### config.mk
export PLATFORM = sky130hd
export DESIGN_NAME = bus_idle_guard
export DESIGN_NICKNAME = d
export VERILOG_FILES = /design/src/rtl/idle_guard_pkg.sv /design/src/rtl/ig_history.sv /design/src/rtl/ig_target.sv /design/src/rtl/ig_window.sv /design/src/rtl/bus_idle_guard.sv
export SDC_FILE = /design/constraint.sdc
export NUM_CORES = 1
export LEC_CHECK = 0
export BUFFER_PORTS_ARGS = -buffer_cell sky130_fd_sc_hd__buf_2
export CAP_MARGIN = 20
export CORE_AREA = 10 10 47 49
export DETAILED_ROUTE_END_ITERATION = 7
export DIE_AREA = 0 0 57 59
export PLACE_DENSITY = 0.75
export SYNTH_ARGS = -nofsm -noshare
export SYNTH_HDL_FRONTEND = slang
export SYNTH_SLANG_ARGS = --single-unit
### constraint.sdc
create_clock -name clk -period 1.8 [get_ports clk]
set_input_delay 0.18 -clock clk [delete_from_list [all_inputs] [get_ports clk]]
set_output_delay 0.18 -clock clk [all_outputs]
set_load 0.02 [all_outputs]
### src/rtl/idle_guard_pkg.sv
package idle_guard_pkg;

    typedef enum logic [1:0] {
        HIST_NEW  = 2'd0,
        HIST_LOST = 2'd1,
        HIST_OWN  = 2'd2
    } hist_e;

    typedef enum logic [1:0] {
        PH_IDLE  = 2'd0,
        PH_COUNT = 2'd1,
        PH_READY = 2'd2
    } phase_e;

    // largest half-bit target reachable by any code or default
    function automatic int max_half(input int code_w, input int lost_h,
                                    input int new_h, input int own_h);
        int m;
        m = 2 * ((1 << code_w) - 1) - 1;
        if (lost_h > m) m = lost_h;
        if (new_h > m) m = new_h;
        if (own_h > m) m = own_h;
        return m;
    endfunction

endpackage

### src/rtl/ig_history.sv
module ig_history
    import idle_guard_pkg::*;
(
    input  logic  clk,
    input  logic  rst,
    input  logic  arb_lost,
    input  logic  tx_done,
    input  logic  rx_done,
    output hist_e hist_o
);

    typedef struct packed {
        hist_e last;
    } hist_state_t;

    hist_state_t st_d, st_q;

    always_comb begin
        st_d = st_q;
        if (arb_lost)      st_d.last = HIST_LOST;
        else if (tx_done)  st_d.last = HIST_OWN;
        else if (rx_done)  st_d.last = HIST_NEW;
    end

    always_ff @(posedge clk) begin
        if (rst) st_q <= '{last: HIST_NEW};
        else     st_q <= st_d;
    end

    assign hist_o = st_q.last;

    // arbitration loss takes priority over the other events
    a_r2_lost_wins: assert property (@(posedge clk) disable iff (rst)
        arb_lost |=> (hist_o == HIST_LOST));

    // an own transmission without arbitration loss selects the long wait
    a_r2_own_tx: assert property (@(posedge clk) disable iff (rst)
        (tx_done && !arb_lost) |=> (hist_o == HIST_OWN));

    // reset returns the history to new-initiator
    a_r8_hist_reset: assert property (@(posedge clk)
        rst |=> (hist_o == HIST_NEW));

    always_comb begin
        if (!rst) a_r2_legal_code: assert (st_q.last != hist_e'(2'd3));
    end

endmodule

### src/rtl/ig_target.sv
module ig_target
    import idle_guard_pkg::*;
#(
    parameter int CODE_W = 3,
    parameter int CNT_W  = 4,
    parameter int LOST_H = 5,
    parameter int NEW_H  = 10,
    parameter int OWN_H  = 14
) (
    input  logic [CODE_W-1:0] code,
    input  hist_e             hist,
    output logic [CNT_W-1:0]  target_o
);

    localparam int EXT_W = (CNT_W > CODE_W + 1) ? CNT_W : CODE_W + 1;

    logic [EXT_W-1:0] coded_h;

    // code n -> 2n-1 half-bit periods
    assign coded_h = {{(EXT_W-CODE_W-1){1'b0}}, code, 1'b0} - EXT_W'(1);

    always_comb begin
        if (code != '0) begin
            target_o = CNT_W'(coded_h);
        end else begin
            unique case (hist)
                HIST_LOST: target_o = CNT_W'(LOST_H);
                HIST_OWN:  target_o = CNT_W'(OWN_H);
                default:   target_o = CNT_W'(NEW_H);
            endcase
        end
    end

endmodule

### src/rtl/ig_window.sv
module ig_window
    import idle_guard_pkg::*;
#(
    parameter int CNT_W = 4
) (
    input  logic             clk,
    input  logic             rst,
    input  logic             trigger,
    input  logic             tick,
    input  logic             bus_hi,
    input  logic [CNT_W-1:0] target,
    output logic             may_start
);

    typedef struct packed {
        phase_e           phase;
        logic [CNT_W-1:0] cnt;
    } win_state_t;

    win_state_t st_d, st_q;

    always_comb begin
        st_d = st_q;
        if (trigger) begin
            st_d.phase = PH_COUNT;
            st_d.cnt   = '0;
        end else if (st_q.phase != PH_IDLE && !bus_hi) begin
            st_d.phase = PH_COUNT;
            st_d.cnt   = '0;
        end else if (st_q.phase == PH_COUNT && tick) begin
            st_d.cnt = st_q.cnt + 1'b1;
            if (st_d.cnt >= target) st_d.phase = PH_READY;
        end
    end

    always_ff @(posedge clk) begin
        if (rst) st_q <= '{phase: PH_IDLE, cnt: '0};
        else     st_q <= st_d;
    end

    assign may_start = (st_q.phase == PH_READY);

    // a low bus while active clears progress
    a_r5_low_bus_clears: assert property (@(posedge clk) disable iff (rst)
        (st_q.phase != PH_IDLE && !bus_hi) |=> (st_q.cnt == '0 && !may_start));

    // start event restarts from zero
    a_r7_trigger_restarts: assert property (@(posedge clk) disable iff (rst)
        trigger |=> (st_q.phase == PH_COUNT && st_q.cnt == '0));

    // readiness only follows a tick seen with the bus high
    a_r6_rise_on_tick: assert property (@(posedge clk) disable iff (rst)
        $rose(may_start) |-> ($past(tick) && $past(bus_hi)));

    // count only moves in single steps while the bus stays high
    a_r6_single_step: assert property (@(posedge clk) disable iff (rst)
        (st_q.phase == PH_COUNT && !trigger && bus_hi) |=>
        (st_q.cnt == $past(st_q.cnt) || st_q.cnt == CNT_W'($past(st_q.cnt) + 1'b1)));

    // nothing happens before a start event
    a_r9_idle_holds: assert property (@(posedge clk) disable iff (rst)
        (st_q.phase == PH_IDLE && !trigger) |=> !may_start);

    // synchronous reset clears count and readiness
    a_r8_reset_clears: assert property (@(posedge clk)
        rst |=> (!may_start && st_q.cnt == '0));

endmodule

### src/rtl/bus_idle_guard.sv
module bus_idle_guard
    import idle_guard_pkg::*;
#(
    parameter int CODE_W = 3,
    parameter int LOST_H = 5,
    parameter int NEW_H  = 10,
    parameter int OWN_H  = 14
) (
    input  logic              clk,
    input  logic              rst,
    input  logic [CODE_W-1:0] idle_code,
    input  logic              start_on_end,
    input  logic              sw_start,
    input  logic              tx_done,
    input  logic              rx_done,
    input  logic              arb_lost,
    input  logic              half_tick,
    input  logic              bus_hi,
    output logic              may_start
);

    localparam int MAX_H = max_half(CODE_W, LOST_H, NEW_H, OWN_H);
    localparam int CNT_W = $clog2(MAX_H + 1);

    hist_e            hist;
    logic [CNT_W-1:0] target;
    logic             trigger;

    // start source selection
    assign trigger = start_on_end ? (tx_done | rx_done) : sw_start;

    ig_history u_hist (
        .clk      (clk),
        .rst      (rst),
        .arb_lost (arb_lost),
        .tx_done  (tx_done),
        .rx_done  (rx_done),
        .hist_o   (hist)
    );

    ig_target #(
        .CODE_W (CODE_W),
        .CNT_W  (CNT_W),
        .LOST_H (LOST_H),
        .NEW_H  (NEW_H),
        .OWN_H  (OWN_H)
    ) u_target (
        .code     (idle_code),
        .hist     (hist),
        .target_o (target)
    );

    ig_window #(
        .CNT_W (CNT_W)
    ) u_win (
        .clk       (clk),
        .rst       (rst),
        .trigger   (trigger),
        .tick      (half_tick),
        .bus_hi    (bus_hi),
        .target    (target),
        .may_start (may_start)
    );

    // in end-of-message mode a lone software request does not drop readiness
    a_r4_sw_ignored: assert property (@(posedge clk) disable iff (rst)
        (start_on_end && sw_start && !tx_done && !rx_done && bus_hi && may_start)
        |=> may_start);

    // in software mode message ends do not drop readiness
    a_r3_end_ignored: assert property (@(posedge clk) disable iff (rst)
        (!start_on_end && !sw_start && (tx_done || rx_done) && bus_hi && may_start)
        |=> may_start);

endmodule

* After elaboration in Yosys (flattened, before gate mapping) *
Cells that the tools add are included.

word-level totals
  bits in latches = 0
  RAM bits = 0
  ROM bits = 0
  logic and storage cells = 36
  memories kept = 0
  input bits = 12
  bits in registers = 8
  output and inout port bits = 1

operators by class
  shift-type cells = 0
  $mul = 0
  reduce and logical (&&, ||, !) cells = 13
  equality and inequality tests = 4
  mux-type cells = 10
  add/subtract/negate cells = 2
  bitwise gates (word level) = 1
  div/mod/pow operators = 0
  magnitude comparators = 1

operators by type and width
  cell                                                                 number
  5-bit 2-to-1 mux                                                     3
  3-bit nonzero test                                                   4
  4-bit case mux with 2 select lines                                   1
  4-bit by 1-bit adder with 4-bit output (second input constant)       1
  2-bit by 1-bit == test with 1-bit output (second input constant)     2
  2-bit == test (second input constant)                                2
  4-bit greater-or-equal comparator                                    1
  2-bit 2-to-1 mux                                                     2
  4-bit 2-to-1 mux                                                     1
  2-bit AND reduction                                                  2
  2-bit nonzero test                                                   2
  4-bit by 1-bit subtractor with 4-bit output (second input constant)  1
  1-bit 2-to-1 mux                                                     3
  3-bit OR reduction                                                   1
  1-bit logical AND                                                    2
  2-bit OR reduction                                                   1
  1-bit logical NOT                                                    1
  1-bit bitwise OR                                                     1

* Depth between registers and ports, before layout *
  depth in word-level cells = 8
  depth in mapped cells = 9
  mapped depth without buffers = 9

* Modules after synthesis *
Synthesis repeated with hierarchy kept, for this count alone.

second synthesis, totals
  cells, all modules = 72
  area total of the unflattened synthesis = 600.6 um2

by module, submodules not included
  module          area an instance (um2)  times used  cells each  sequential area each (um2)
  ig_window       386.6                   1           46          120.1
  ig_target       126.4                   1           15          0.0
  ig_history      75.1                    1           8           40.0
  bus_idle_guard  12.5                    1           3           0.0

* Least setup slack after synthesis *
Ideal clock, no wire load.

  path type = input to register
  from = input port idle_code[0]
  to = register u_win.st_q[5] (netlist name)
  arrival time = 1.585 ns
  cell stages on the path = 8
  data required time = 1.684 ns
  buffers on the path = 0
  setup slack = 0.099 ns
  library setup time = 0.116 ns
  cell sequence = inv_1 > ha_1 > ha_1 > mux2_2 > ha_1 > o21ai_0 > a21oi_1 > and3b_1

between the ends
  longest elaborated chain between the ends = 4
  elaborated cells between the ends (all ways) = 5
  those cells by class = add/sub: 1; order compare: 1; mux: 1; reduce/logical: 2

ends and longest elaborated chain
  item                                                                                      RTL line                          RTL
  start: declaration                                                                        bus_idle_guard.sv:11              input logic [CODE_W-1:0] idle_code,
  4-bit by 1-bit subtractor with 4-bit output / 3-bit nonzero test (equally long branches)  ig_target.sv:20, ig_target.sv:23
  4-bit 2-to-1 mux *                                                                        ig_target.sv:23                   if (code != '0) begin
  4-bit greater-or-equal comparator *                                                       ig_window.sv:32                   if (st_d.cnt >= target) st_d.phase = PH_READY;
  2-bit AND reduction (no line) *                                                           n/a
  end signal: assignment                                                                    ig_window.sv:37                   if (rst) st_q <= '{phase: PH_IDLE, cnt: '0};
  end signal: assignment                                                                    ig_window.sv:38                   else st_q <= st_d;
  end: declaration                                                                          ig_window.sv:20                   win_state_t st_d, st_q;

Mark *: on every way between the ends. The rest lies on a longest branch, timed or not.
A chain may end at the register's enable or synchronous reset.

* Worst setup path in the final report *
  from = register u_hist.st_q, in the netlist u_hist.hist_o[1]
  to = register u_win.st_q[5] (netlist name)

between the ends
  longest elaborated chain between the ends = 5
  elaborated cells between the ends (all ways) = 6
  those cells by class = order compare: 1; eq/ne: 2; mux: 2; reduce/logical: 1

ends and longest elaborated chain
  item                                                                              RTL line          RTL
  start: declaration                                                                ig_history.sv:16  hist_state_t st_d, st_q;
  start signal: assignment                                                          ig_history.sv:26  if (rst) st_q <= '{last: HIST_NEW};
  start signal: assignment                                                          ig_history.sv:27  else st_q <= st_d;
  2-bit == test / 2-bit by 1-bit == test with 1-bit output (equally long branches)  ig_target.sv:26   unique case (hist)
  4-bit case mux with 2 select lines *                                              ig_target.sv:26
  4-bit 2-to-1 mux *                                                                ig_target.sv:23
  4-bit greater-or-equal comparator *                                               ig_window.sv:32
  2-bit AND reduction (no line) *                                                   n/a

Marks and branches as above.

==> impl_metrics.ini <==
[run_status]
status = finished, final reports clean

[timing]
finalMaxSlewViolations = 0
post-route-worst-setup-slack_ns = 0.0908
slew_headroom_pct = 80.8
skew_ns = 0.00638
period_needed_ns = 1.71
max_freq_ghz = 0.585
finalHoldViolCount = 0
setup_viol = 0
fin_crit_sh_pct = 95.0
worst_pin_slew_ns = 0.284

[logic_synthesis]
synthArstFlopShare_pct = 0
synth_area_leaders = dfxtp_1, ha_1, inv_1
syn_inst = 68
synth_top_area_cell = dfxtp_1
syn_avg_cell_area_sq_um = 8.41
yosys_warnings = 0
ys_seq_area_share_pct = 28.0
syn_nets = 88
yosys-top-cells-count = inv_1, dfxtp_1, ha_1, nor2_1
yosysMostFrequentCell = inv_1
yosys_register_bits = 8
synth_edf_count = 0
synth.distinct_cells = 27
yosys.area.top_type_share_pct = 28.0
netlist_area_sq_um = 572
synth_top_flop_cell = dfxtp_1

[clocking]
clock_latency_ns = 0.27
cts_max_path_buffers = 2
cts_setup_buffers = 0
cts-root-buf = clkbuf_4
path_clk_slew_ns = 0.05
cts_tree = built
ctsResizeCount = 0
cts.sinks = 8
numCtsBuffers = 3
htreeDepth = 1
postCtsHoldBufs = 0

[die]
fp.dieH_um = 59
num_io_pins = 13
core_area_sq_um = 1400
initial_core_util_pct = 40.8
fp-row-count = 14
die_w_um = 57
dieArea_sq_um = 3360

[setup_path]
cp_common_cell = ha_1
crit_type = flop to flop
worstSetupStartpointType = flop
path_cells = inv_1 > ha_1 > mux2_2 > ha_1 > o21ai_2 > a21oi_1 > and3b_1
arrival_ns = 1.87
cp_slowest_cell = dfxtp_1
cp-end-kind = flop
crit_fanout = 2
ff2ff_path_depth = 7
required_ns = 1.96
cp_slowest_stage_delay_ns = 0.32

[power]
ir_drop_v = 0.000337
leakagePower_uw = 0.000350
power_density_nw_per_um2 = 589
finalPower_uw = 411

[grt]
overflow = 0
grt_usage_pct = 7.73
grt_pass1_wl_um = 2060
antenna_found_initial = 0
grt_pass1_vias = 511
grt_max_degree = 8

[route]
routed_via_density = 5.11
avgRoutedWirePerCell_um = 12.3
drc = 0
drt_iter0_markers = 3
wl_um = 1240
ant_nets = 0
drt_pass1_iterations = 4
routed-via-count = 516

[layout]
instances_no_fill = 101
nFillCells = 136
fin_area_sq_um = 698
area_growth_pct = 22.1
n_antenna_cell = 0
nets = 107
drive_gt1_share_pct = 25.9
multi_input_area_sq_um = 387
seqCellArea_sq_um = 160

[place]
placedCellCount = 98
gp_congestion = 0.790
dp_hpwl_um = 1010
portBuffers = 12
placed_cell_area_sq_um = 667
place_ws_ns = -0.0502

[hold_path]
hold-path-cell-count = 2
hp-class = input port to flop

[job]
maxCapViolCount = 0
[power by group]
| group | switching [uW] | internal [uW] | leakage [uW] |
|---|---|---|---|
| clock network | 68.2 | 76.8 | 0.0000138 |
| registers | 4.96 | 182 | 0.0000653 |
| logic | 38.2 | 40.6 | 0.000271 |
[final timing paths]
check	from	endpoint	slack [ns]
setup / recovery	u_hist.hist_o[1]$_SDFFE_PP0P_	u_win.st_q[5]$_SDFFE_PP0P_	0.09
hold / removal	arb_lost	u_hist.hist_o[1]$_SDFFE_PP0P_	0.1
setup reg to reg	u_hist.hist_o[1]$_SDFFE_PP0P_	u_win.st_q[5]$_SDFFE_PP0P_	0.09
hold reg to reg	u_win.st_q[3]$_SDFFE_PP0P_	u_win.st_q[3]$_SDFFE_PP0P_	0.50
[per-stage QoR]
step,util (%),hold slack (ns),TNS [ns]
final,49.8,0.0965,0
after global routing,49.8,0.101,-0.0201
after CTS,49.2,0.0962,0
after detailed placement,47.6,0.370,-0.0502
after global placement,47.6,0.367,-0.00995
after floorplan,-,0.252,0
[layout by cell type, fill, tap and decap left out, types with 2 or more instances in the layout]
cell | synthesis | routed
buf_2 | 0 | 12
dfxtp_1 | 8 | 8
nand2b_1 | 2 | 2
clkbuf_4 | 0 | 3
inv_1 | 9 | 9
a21oi_1 | 5 | 5
o21ai_0 | 5 | 4
ha_1 | 8 | 8
buf_4 | 0 | 2
nor2_1 | 7 | 7
xor2_1 | 3 | 3
nor2b_1 | 2 | 2
[final cells by class]
cell class | instances | area share, %
Timing Repair Buffer | 14 | 10.8
Tap cell | 16 | 2.87
Inverter | 9 | 4.84
Clock buffer | 3 | 3.23
Multi-Input combinational cell | 51 | 55.4
Sequential cell | 8 | 22.9
[cell families (layout without fill, tap and decap cells)]
| kind of cell | count (synthesis) | after routing | share of synthesized area (%) |
|---|---|---|---|
| AND/OR/NAND/NOR | 22 | 22 | 23.0 |
| AO/OA/AOI/OAI | 15 | 15 | 15.8 |
| buffers and inverters | 9 | 26 | 5.91 |
| adder cells (fa/ha/maj) | 8 | 8 | 17.5 |
| flip-flops | 8 | 8 | 28.0 |
| XOR/XNOR | 4 | 4 | 6.13 |
| multiplexers | 2 | 2 | 3.72 |
[critical path, delay by kind of cell, from the launching register on]
kind,cells,cell delay [ns]
AND/OR/NAND/NOR,1,0.17
AO/OA/AOI/OAI,2,0.22
multiplexers,1,0.27
flip-flops,1,0.32
buffers and inverters,1,0.05
adder cells (fa/ha/maj),2,0.58
[registers in the layout, indices dropped and copies added (netlist names)]
register / cells
u_hist.hist_o: 2
u_win.st_q: 6
[routing by layer]
metal	GRT usage, %	share of wire [%]
met5	0	0
met4	4.03	1.1
met3	4.94	8.4
met2	11.9	45
met1	7.94	45
No activity file was read; power rests on OpenSTA's default activity.
